$ cat config.mk
export PLATFORM = sky130hd
export DESIGN_NAME = adc_demux_top
export DESIGN_NICKNAME = d
export VERILOG_FILES = /design/src/rtl/adc_demux_pkg.sv /design/src/rtl/adc_mode_latch.sv /design/src/rtl/adc_phase_ctr.sv /design/src/rtl/adc_port_stage.sv /design/src/rtl/adc_drdy_gen.sv /design/src/rtl/adc_demux_top.sv
export SDC_FILE = /design/constraint.sdc
export NUM_CORES = 1
export LEC_CHECK = 0
export CAP_MARGIN = 20
export CORE_UTILIZATION = 26
export CTS_BUF_LIST = sky130_fd_sc_hd__clkbuf_8
export DETAILED_ROUTE_END_ITERATION = 10
export PLACE_DENSITY_LB_ADDON = 0.12
export REMOVE_ABC_BUFFERS = 1
export SYNTH_ARGS = -nofsm -noshare
export SYNTH_HDL_FRONTEND = slang
export SYNTH_SLANG_ARGS = --single-unit
$ cat constraint.sdc
create_clock -name clk -period 2.02 [get_ports clk]
set_clock_uncertainty 0.05 [all_clocks]
set_input_delay 0.404 -clock clk [delete_from_list [all_inputs] [get_ports clk]]
set_output_delay 0.404 -clock clk [all_outputs]
set_load 0.005 [all_outputs]
$ cat src/rtl/adc_demux_pkg.sv
`timescale 1ns/1ps
package adc_demux_pkg;
  typedef enum logic [1:0] {
    MODE_PASS  = 2'd0,
    MODE_SPLIT = 2'd1,
    MODE_DEC4  = 2'd2
  } mode_e;

  localparam int DEC_FACTOR = 4;
  localparam int DEC_SPAN   = 2 * DEC_FACTOR;
  localparam int PHASE_W    = $clog2(DEC_SPAN);
endpackage

$ cat src/rtl/adc_mode_latch.sv
`timescale 1ns/1ps
module adc_mode_latch
  import adc_demux_pkg::*;
(
  input  logic  clk,
  input  logic  rst_n,
  input  logic  demux_en,
  input  logic  div_sel,
  output mode_e mode_q,
  output logic  armed_q
);
  mode_e mode_d;
  logic  cap_en;

  always_comb begin
    cap_en = !armed_q;
    if (!demux_en)    mode_d = MODE_PASS;
    else if (div_sel) mode_d = MODE_DEC4;
    else              mode_d = MODE_SPLIT;
  end

  always_ff @(posedge clk or negedge rst_n) begin
    if (!rst_n) begin
      mode_q  <= MODE_PASS;
      armed_q <= 1'b0;
    end else if (cap_en) begin
      mode_q  <= mode_d;
      armed_q <= 1'b1;
    end
  end
endmodule

$ cat src/rtl/adc_phase_ctr.sv
`timescale 1ns/1ps
module adc_phase_ctr #(
  parameter int PH_W = 3
) (
  input  logic            clk,
  input  logic            rst_n,
  input  logic            adv,
  output logic [PH_W-1:0] ph_q
);
  logic [PH_W-1:0] ph_d;

  always_comb begin
    ph_d = ph_q + PH_W'(1);
  end

  always_ff @(posedge clk or negedge rst_n) begin
    if (!rst_n)   ph_q <= '0;
    else if (adv) ph_q <= ph_d;
  end
endmodule

$ cat src/rtl/adc_port_stage.sv
`timescale 1ns/1ps
module adc_port_stage
  import adc_demux_pkg::*;
#(
  parameter int DATA_W = 8,
  parameter int PH_W   = 3
) (
  input  logic              clk,
  input  logic              rst_n,
  input  mode_e             mode,
  input  logic              adv,
  input  logic [PH_W-1:0]   ph,
  input  logic [DATA_W-1:0] s_data,
  input  logic              s_ovr,
  output logic [DATA_W-1:0] pri_q,
  output logic [DATA_W-1:0] aux_q,
  output logic              ovr_q,
  output logic              upd
);
  localparam logic [PH_W-1:0] PH_KEEP0 = '0;
  localparam logic [PH_W-1:0] PH_KEEP1 = PH_W'(1 << (PH_W - 1));

  logic [DATA_W-1:0] stg_data;
  logic              stg_ovr;
  logic              stg_en;
  logic [DATA_W-1:0] pri_d;
  logic [DATA_W-1:0] aux_d;
  logic              ovr_d;

  always_comb begin
    stg_en = 1'b0;
    upd    = 1'b0;
    pri_d  = s_data;
    aux_d  = stg_data;
    ovr_d  = stg_ovr | s_ovr;
    case (mode)
      MODE_SPLIT: begin
        stg_en = adv && !ph[0];
        upd    = adv && ph[0];
      end
      MODE_DEC4: begin
        stg_en = adv && (ph == PH_KEEP0);
        upd    = adv && (ph == PH_KEEP1);
      end
      default: begin
        upd   = adv;
        aux_d = aux_q;
        ovr_d = s_ovr;
      end
    endcase
  end

  always_ff @(posedge clk or negedge rst_n) begin
    if (!rst_n) begin
      stg_data <= '0;
      stg_ovr  <= 1'b0;
    end else if (stg_en) begin
      stg_data <= s_data;
      stg_ovr  <= s_ovr;
    end
  end

  always_ff @(posedge clk or negedge rst_n) begin
    if (!rst_n) begin
      pri_q <= '0;
      aux_q <= '0;
      ovr_q <= 1'b0;
    end else if (upd) begin
      pri_q <= pri_d;
      aux_q <= aux_d;
      ovr_q <= ovr_d;
    end
  end
endmodule

$ cat src/rtl/adc_drdy_gen.sv
`timescale 1ns/1ps
module adc_drdy_gen
  import adc_demux_pkg::*;
(
  input  logic  clk,
  input  logic  rst_n,
  input  mode_e mode,
  input  logic  adv,
  input  logic  ph_lsb,
  input  logic  ph_msb,
  input  logic  upd,
  output logic  drdy_q,
  output logic  rst_out_q
);
  logic drdy_d;

  always_comb begin
    case (mode)
      MODE_SPLIT: drdy_d = ph_lsb;
      MODE_DEC4:  drdy_d = ph_msb;
      default:    drdy_d = !drdy_q;
    endcase
  end

  always_ff @(posedge clk or negedge rst_n) begin
    if (!rst_n)   drdy_q <= 1'b0;
    else if (adv) drdy_q <= drdy_d;
  end

  always_ff @(posedge clk or negedge rst_n) begin
    if (!rst_n)   rst_out_q <= 1'b1;
    else if (upd) rst_out_q <= 1'b0;
  end
endmodule

$ cat src/rtl/adc_demux_top.sv
`timescale 1ns/1ps
module adc_demux_top
  import adc_demux_pkg::*;
#(
  parameter int DATA_W = 8
) (
  input  logic              clk,
  input  logic              rst_n,
  input  logic              demux_en,
  input  logic              div_sel,
  input  logic [DATA_W-1:0] smp_data,
  input  logic              smp_ovr,
  output logic [DATA_W-1:0] pri_data,
  output logic [DATA_W-1:0] aux_data,
  output logic              ovr_out,
  output logic              drdy,
  output logic              rst_out
);
  localparam int PH_W = PHASE_W;

  mode_e           mode_q;
  logic            armed_q;
  logic [PH_W-1:0] ph_q;
  logic            upd;

  adc_mode_latch u_mode (
    .clk      (clk),
    .rst_n    (rst_n),
    .demux_en (demux_en),
    .div_sel  (div_sel),
    .mode_q   (mode_q),
    .armed_q  (armed_q)
  );

  adc_phase_ctr #(.PH_W(PH_W)) u_phase (
    .clk   (clk),
    .rst_n (rst_n),
    .adv   (armed_q),
    .ph_q  (ph_q)
  );

  adc_port_stage #(.DATA_W(DATA_W), .PH_W(PH_W)) u_ports (
    .clk    (clk),
    .rst_n  (rst_n),
    .mode   (mode_q),
    .adv    (armed_q),
    .ph     (ph_q),
    .s_data (smp_data),
    .s_ovr  (smp_ovr),
    .pri_q  (pri_data),
    .aux_q  (aux_data),
    .ovr_q  (ovr_out),
    .upd    (upd)
  );

  adc_drdy_gen u_drdy (
    .clk       (clk),
    .rst_n     (rst_n),
    .mode      (mode_q),
    .adv       (armed_q),
    .ph_lsb    (ph_q[0]),
    .ph_msb    (ph_q[PH_W-1]),
    .upd       (upd),
    .drdy_q    (drdy),
    .rst_out_q (rst_out)
  );
endmodule

==> summary.md, run 1 <==
| Metric | Value |
|---|---|
| Share of the clock period used by the worst path after layout | 0.918 |
| Number of antenna violations at the first check in global routing | 0 |
| Relative contribution of combinational cells to total power | 0.323 |
| End of the worst hold path | u_ports.stg_data[4] |
| Post-synthesis instance area | between 0.001 and 0.0015 mm2 |
| Number of remaining DRC errors | 0 |
| Final cell area excluding filler cells | just under 0.002 mm2 |
| Synthesized area per cell | roughly 15 um2 |
| WP data required | about 2.1 ns |
| Global-route wire length before repair | approximately 4.7 mm |
| Unrepaired setup endpoints after global routing | false |
| Clock Root Buffer | sky130_fd_sc_hd__clkbuf_8 |
| Number of buffers added by the clock tree synthesis step | 5 |
| Final Hold Vio Count | 0 |
| Die footprint | 0.00578 mm2 |
| # nets final | 154 |
| Sw Pwr | 0.636 mW |
| Detailed placement HPWL | 1.93 mm |
| Number of iterations in the first detailed-routing pass | 4 |
| Leading cell types by total area after synthesis | sky130_fd_sc_hd__dfrtp_1 58%, sky130_fd_sc_hd__mux2_2 14%, sky130_fd_sc_hd__mux2_4 8.4%, sky130_fd_sc_hd__ha_1 3.5%, sky130_fd_sc_hd__inv_1 2.1% |
| Number of global-route vias before repair | ~950 |
| Critical Path Start Type | register |
| Portion of the post-synthesis area used by sequential elements | 0.598 |
| Biggest area consumer among synthesized cells | sky130_fd_sc_hd__dfrtp_1 |
| Reg-to-reg setup timing slack | roughly 0.16 ns |
| Layout cell share with drive strength beyond 1 | 0.321 |
| Total overflow reported by the global router | 0 |
| Worst-path maximum fanout | 8 |
| Sequential Power Share | 0.429 |
| Quantity of I/O buffers inserted on ports | 31 |
| Floorplan Core Area | between 0.005 and 0.006 mm2 |
| PostCTS Resize Cnt | 0 |
| X dimension of the die | around 76 um |
| Reg2Reg Capture Point | u_ports.aux_q[4] |
| Number of failing setup endpoints in the final timing report | 0 |
| Number of instances in the synthesized netlist | 97 |
| Sinks on the clock net | 34 |
| Height of the die | between 70 and 80 um |
| CTS HTree Levels | 2 |
| Max Transition Viols Final | 0 |
| Crit. End Element | register |
| Mean routed wirelength per cell | ~13 um |
| Total number of vias | between 800 and 900 |
| Worst hold path startpoint | u_ports.stg_data[4] |
| Reported max-cap violation count | 0 |
| Switch share | 0.251 |
| Count of synthesis-stage warnings from yosys | 0 |
| Part of the power in the clock network | 0.247 |
| Clock tree from TritonCTS | yes |
| Register bit total from synthesis | 34 |
| Final ANT Viol Nets | 0 |
| Iteration-0 DRC count of the detailed router | 20 |
| Effective utilization at floorplan | 0.274 |
| Post-CTS Repair Setup Buffers | 0 |
| I/O pins | 32 |
| Int Power | 1.90 mW |
| Maximum operating frequency | 539 MHz |
| Layout overhead on the synthesized area | 36.8% |
| Maximum vdd ir drop | between 0.0005 and 0.0006 V |
| Result of the run | completed |
| Fin crit period | about 1.9 ns |
| Proportion of netlist area held by the largest area contributor | 0.580 |
| Clock insertion delay at the later pin of the skew report | 0.28 ns |
| Arrival time of the worst setup path | around 2 ns |
| Total number of placement rows | 26 |
| Via/cell ratio | between 4 and 5 |
| Power density over cell area | about 1300 mW/mm2 |
| # hold bufs at CTS | 0 |
| Classification of the worst-slack hold path | reg -> reg |
| Distinct cell type count after synthesis | 27 |
| Class of the most critical setup path | reg -> reg |
| Pin count of the biggest net entering global routing | 35 |
| P_leak | 0.870 nW |
| Maximum count of clock buffers along a single path | 2 |
| Depth of the worst hold-timing path | 1 |
| Placed cell area | between 0.0015 and 0.002 mm2 |
| Final Core Density | 0.374 |
| Setup tns final | 0 ns |
| Clock Pin Slew Worst Setup and Hold Paths | roughly 0.070 ns |
| Post-Route WL | 2.68 mm |
| Launching point of the worst reg2reg path | u_mode.mode_q[0] |
| RD Place Congestion | around 0.77 |
| Antenna Diode Count | 0 |
| Global-route usage over all layers | 0.109 |
| R2R depth | 7 |
cells in the final DEF, fill, tap and decap left out, drive strengths merged, types with 2 or more instances in the layout:
| master | Yosys | layout |
|---|---|---|
| inv | 8 | 8 |
| dfrtp | 33 | 33 |
| a21oi | 3 | 3 |
| o22ai | 2 | 2 |
| clkbuf | 0 | 6 |
| mux2 | 26 | 26 |
| nand2b | 2 | 2 |
| nand2 | 3 | 3 |
| ha | 4 | 4 |
| buf | 3 | 5 |
| clkdlybuf4s50 | 0 | 31 |
through the flow:
step / std cells / hold slack, ns / setup slack (ns) / power, mW
after CTS: 207 / 0.454 / 0.0525 / 2.58
after global placement: 200 / 0.434 / 0.169 / 1.91
after global routing: 207 / 0.472 / 0.0761 / 2.71
final: 207 / 0.450 / 0.165 / 2.54
after floorplan: 94 / 0.0584 / 0.126 / 1.49
after detailed placement: 200 / 0.439 / 0.0736 / 1.94
area by class of cell:
cell class              instances  area, um2
flip-flops and latches         34        852
well taps                      70       87.6
multi-input cells              52        518
clock inverters                 1       30.0
clock buffers                   6       82.6
repair buffers                 36        348
fillers                       528       3260
inverters                       8       30.0
power groups by stage:
stage,logic (mW),registers (mW),clock network (mW)
global placement,0.814,1.10,0
CTS,0.838,1.10,0.647
global route,0.897,1.13,0.683
detailed placement,0.835,1.11,0
finish,0.820,1.09,0.628
floorplan,0.389,1.10,0
Yosys cell counts:
cell type                  count
sky130_fd_sc_hd__dfstp_2       1
sky130_fd_sc_hd__mux2i_1       1
sky130_fd_sc_hd__xnor2_1       1
sky130_fd_sc_hd__nand3_1       1
sky130_fd_sc_hd__inv_1         8
sky130_fd_sc_hd__ha_1          4
sky130_fd_sc_hd__dfrtp_1      33
sky130_fd_sc_hd__a21oi_1       2
sky130_fd_sc_hd__a221oi_1      1
sky130_fd_sc_hd__nand2_1       3
sky130_fd_sc_hd__nand2b_2      1
sky130_fd_sc_hd__xor2_1        1
sky130_fd_sc_hd__buf_4         1
sky130_fd_sc_hd__nand2b_1      1
sky130_fd_sc_hd__mux2_2       18
sky130_fd_sc_hd__buf_2         1
sky130_fd_sc_hd__o21bai_1      1
sky130_fd_sc_hd__a31o_1        1
sky130_fd_sc_hd__a21oi_2       1
sky130_fd_sc_hd__and3b_2       1
sky130_fd_sc_hd__mux2_4        8
sky130_fd_sc_hd__conb_1        1
sky130_fd_sc_hd__o21ai_0       1
sky130_fd_sc_hd__buf_6         1
sky130_fd_sc_hd__o22ai_1       2
sky130_fd_sc_hd__nor2_1        1
sky130_fd_sc_hd__and2_2        1
flip-flops by register name, indices dropped and copies added (netlist names):
name and cells:
u_mode.mode_q 2, u_drdy.rst_out_q 1, u_ports.stg_data 8, u_ports.pri_q 8, u_ports.aux_q 8, u_drdy.drdy_q 1
u_mode.armed_q 1, u_ports.stg_ovr 1, u_ports.ovr_q 1, u_phase.ph_q 3
worst max path at each step:
stage | slack [ns] | to | depth (start not counted) | start
2_1_floorplan | 0.13 | u_ports.stg_data[0] | 5 | u_phase.ph_q[0]
3_3_place_gp | 0.17 | u_ports.pri_q[0] | 5 | u_mode.mode_q[0]
3_5_place_dp | 0.07 | u_ports.pri_q[1] | 5 | u_mode.mode_q[0]
4_1_cts | 0.05 | u_ports.pri_q[4] | 5 | u_mode.mode_q[0]
5_1_grt | 0.08 | u_ports.aux_q[4] | 7 | u_mode.mode_q[0]
6_report | 0.16 | u_ports.aux_q[4] | 7 | u_mode.mode_q[0]
critical path, stage by stage (launching register included):
cell	delay, ns
sky130_fd_sc_hd__dfrtp_1	0.36
sky130_fd_sc_hd__inv_1	0.06
sky130_fd_sc_hd__ha_1	0.30
sky130_fd_sc_hd__buf_4	0.15
sky130_fd_sc_hd__nand2b_1	0.16
sky130_fd_sc_hd__a21oi_2	0.11
sky130_fd_sc_hd__buf_4	0.20
sky130_fd_sc_hd__mux2_2	0.35
per-layer routing:
| metal | vias to the layer above | share of wire | track usage |
|---|---|---|---|
| met4 | 0 | 0.021 | 0.0519 |
| li1 | 405 | - | - |
| met5 | - | 0 | 0 |
| met1 | 419 | 0.45 | 0.130 |
| met3 | 6 | 0.044 | 0.0371 |
| met2 | 20 | 0.48 | 0.177 |
cells by family after synthesis:
logic type / synth area share
fa+ha+maj: 0.0352
compound gates: 0.0431
mux: 0.234
xor+xnor: 0.0123
simple gates: 0.0369
other cells: 0.00263
buf+inv: 0.0378
flops: 0.598
(Power assumes the default switching activity.)
==> inputs of run 2 (changes only) <==
- ABC_AREA: unset -> 1
- clock period: 2.02 -> 1.6 ns (I/O delays scaled with it)
==> summary.md, run 2 <==
| Metric | Value |
|---|---|
| Post-Route WL | 3.17 mm (+18%) |
| Maximum vdd ir drop | 0.000551 V (+6.9%) |
| Clock Root Buffer | sky130_fd_sc_hd__clkbuf_8 |
| # nets final | 218 (+42%) |
| Number of antenna violations at the first check in global routing | 0 (unchanged) |
| Effective utilization at floorplan | 0.273 (about the same) |
| CTS HTree Levels | 2 (unchanged) |
| I/O pins | 32 (unchanged) |
| Detailed placement HPWL | 2.30 mm (+19%) |
| Most used standard cells in the synthesized netlist | 46 x sky130_fd_sc_hd__nand2_1, 33 x sky130_fd_sc_hd__dfrtp_1, 29 x sky130_fd_sc_hd__nand3_1 |
| Maximum operating frequency | about 650 MHz |
| Number of failing setup endpoints in the final timing report | 0 (unchanged) |
| P_leak | 1.03 nW (+18%) |
| R2R depth | 7 (unchanged) |
| Number of instances in the synthesized netlist | 161 (+66%) |
| Critical Path Start Type | register |
| Sinks on the clock net | 34 (unchanged) |
| Number of inserted filler cells in the final layout | 599 (+13%) |
| Mean routed wirelength per cell | 11.6 um (-11%) |
| Setup tns final | 0 ns (unchanged) |
| Max Transition Viols Final | 0 (unchanged) |
| Worst-path maximum fanout | 3 (-5) |
| Classification of the worst-slack hold path | in -> async |
| Commonest non-fill, non-tap cell in the layout | sky130_fd_sc_hd__nand2_1 |
| Via/cell ratio | 4.35 (+5.9%) |
| Layout cell share with drive strength beyond 1 | 0.163 (-0.158) |
| Quantity of I/O buffers inserted on ports | 31 (unchanged) |
| Layout overhead on the synthesized area | 39.5% |
| Antenna Diode Count | 0 (unchanged) |
| Top library cells by usage in the layout, fill and taps aside | 45 x sky130_fd_sc_hd__nand2_1, 33 x sky130_fd_sc_hd__dfrtp_1, 30 x sky130_fd_sc_hd__clkdlybuf4s50_1 |
| Slowest stage delay, CP | 0.51 ns (+0.15 ns) |
| Register bit total from synthesis | 34 (unchanged) |
| Crit path depth | 1 (-6) |
| Global-route wire length before repair | 5.87 mm (+24%) |
| Crit. End Element | primary output |
| Proportion of netlist area held by the largest area contributor | 0.539 (-0.0412) |
| Power density over cell area | 1640 mW/mm2 (+26%) |
| Cell type group with the largest total delay on the critical path | buffers and inverters |
| Post-route worst hold slack | 0.359 ns (-0.0912 ns) |
| Synthesized area per cell | 9.52 um2 (-35%) |
| Unrepaired setup endpoints after global routing | false |
| Distinct cell type count after synthesis | 22 (-19%) |
| Clock Pin Slew Worst Setup and Hold Paths | 0.08 ns (about the same) |
| RD Place Congestion | 0.731 (-4.9%) |
| Count of synthesis-stage warnings from yosys | 0 (unchanged) |
| Number of buffers added by the clock tree synthesis step | 5 (unchanged) |
| Result of the run | completed |
| Biggest area consumer among synthesized cells | sky130_fd_sc_hd__dfrtp_1 |
| Post-synth EDFFs | 0 (unchanged) |
| Floorplan Core Area | 0.00561 mm2 (+7.7%) |
| Clock tree from TritonCTS | yes |
| Fraction of registers with async set or reset after synthesis | 1.00 (unchanged) |
| Final Hold Vio Count | 0 (unchanged) |
| Final ANT Viol Nets | 0 (unchanged) |
| Fin crit period | roughly 1.5 ns |
| Height of the die | 78.8 um (+3.7%) |
| Share of the clock period used by the worst path after layout | 0.954 |
| Leading cell types by total area after synthesis | sky130_fd_sc_hd__dfrtp_1 54%, sky130_fd_sc_hd__nand2_1 11%, sky130_fd_sc_hd__nand3_1 9.5%, sky130_fd_sc_hd__o21ai_2 5.1%, sky130_fd_sc_hd__inv_1 3.9% |
| Number of iterations in the first detailed-routing pass | 4 (unchanged) |
| Number of remaining DRC errors | 0 (unchanged) |
| Main flop type after synthesis | sky130_fd_sc_hd__dfrtp_1 |
| Cells traversed along the worst timing path | clkdlybuf4s50_1 |
| Clock insertion delay at the later pin of the skew report | 0.28 ns (about the same) |
| Class of the most critical setup path | reg -> out |
| X dimension of the die | 78.8 um (+3.7%) |
| Reported max-cap violation count | 0 (unchanged) |
| Total number of vias | 1,191 (+40%) |
| Worst-path cell with the longest stage delay | sky130_fd_sc_hd__clkdlybuf4s50_1 |
| Iteration-0 DRC count of the detailed router | 93 (+370%) |
| Worst path buffer plus inverter count | 1 (-2) |
| WP data required | 1.23 ns (-0.90 ns) |
| Top flop regs | u_ports.aux_q x8, u_ports.pri_q x8, u_ports.stg_data x8 |
| Arrival time of the worst setup path | 1.16 ns (-0.80 ns) |
| Portion of the post-synthesis area used by sequential elements | 0.556 (-0.0425) |
| Maximum count of clock buffers along a single path | 2 (unchanged) |
| Total number of placement rows | 27 (+3.8%) |
| Global-route usage over all layers | 0.123 (+0.0133) |
| Total overflow reported by the global router | 0 (unchanged) |
| Post-synthesis instance area | 0.00153 mm2 (+7.6%) |
| Number of global-route vias before repair | 1,221 (+28%) |
| Die footprint | 0.00621 mm2 (+7.4%) |
| Most frequent cell after synthesis | sky130_fd_sc_hd__nand2_1 |
| Pin count of the biggest net entering global routing | 35 (unchanged) |
[run 2: cell types whose count changed in the layout (fill, tap and decap cells not counted), sizes merged, moves of 3 or more]
cell / previous run / this run
nand2: 3 / 48
o21ai: 1 / 12
nand3: 1 / 30
mux2: 26 / 0
nor2: 1 / 4
inv: 8 / 18
[run 2: area by class of cell]
class	instances	area, um2	area share
Sequential cell	34	852	0.398
Multi-Input combinational cell	105	587	0.274
Clock inverter	3	68.8	0.0322
Timing Repair Buffer	37	404	0.189
Inverter	18	67.6	0.0316
Tap cell	72	90.1	0.0421
Clock buffer	5	68.8	0.0322
[run 2: cells by family after synthesis]
group,after synthesis,synth area share
simple gates,82,0.250
other cells,1,0.00245
buf+inv,22,0.0694
xor+xnor,2,0.0114
flops,34,0.556
compound gates,16,0.0784
fa+ha+maj,4,0.0327
[run 2: repair_timing]
action / in CTS / in global routing
endpoints found under the hold margin: 0 / 0
pin swaps: 0 / 1
setup endpoints to repair: 1 / 12
buffers inserted: 0 / 1
hold buffers: 0 / 0
resized for setup: 1 / 3
[run 2: path summary, 6_finish.rpt]
path / startpoint / slack (ns) / end
max in group asynchronous: rst_n / 0.89 / u_drdy.rst_out_q
min: rst_n / 0.36 / u_ports.aux_q[3]
max: u_drdy.drdy_q / 0.07 / drdy
max reg2reg: u_mode.mode_q[0] / 0.11 / u_ports.pri_q[4]
min reg2reg: u_ports.stg_data[5] / 0.43 / u_ports.stg_data[5]
min in group clk: u_ports.stg_data[5] / 0.43 / u_ports.stg_data[5]
[run 2: routing by layer]
layer,routed length (um),global-route usage
met3,176,0.0356
met5,0,0
met4,19,0.0444
met1,1480,0.158
met2,1490,0.195
[run 2: power breakdown]
part / switching, mW / total (mW) / internal [mW]
sequential: 0.194 / 1.37 / 1.18
combinational: 0.541 / 1.18 / 0.634
clock: 0.327 / 0.952 / 0.624
[run 2: metrics by stage]
stage	instance area, um2	util	power, mW	setup slack [ns]	std cells
2_1_floorplan	1490	-	1.96	0.0867	157
3_3_place_gp	1970	0.351	2.50	0.0507	265
3_5_place_dp	1970	0.351	2.51	0.0347	265
4_1_cts	2110	0.376	3.48	0.0276	273
5_1_grt	2140	0.381	3.80	0.00844	274
6_report	2140	0.381	3.50	0.0730	274
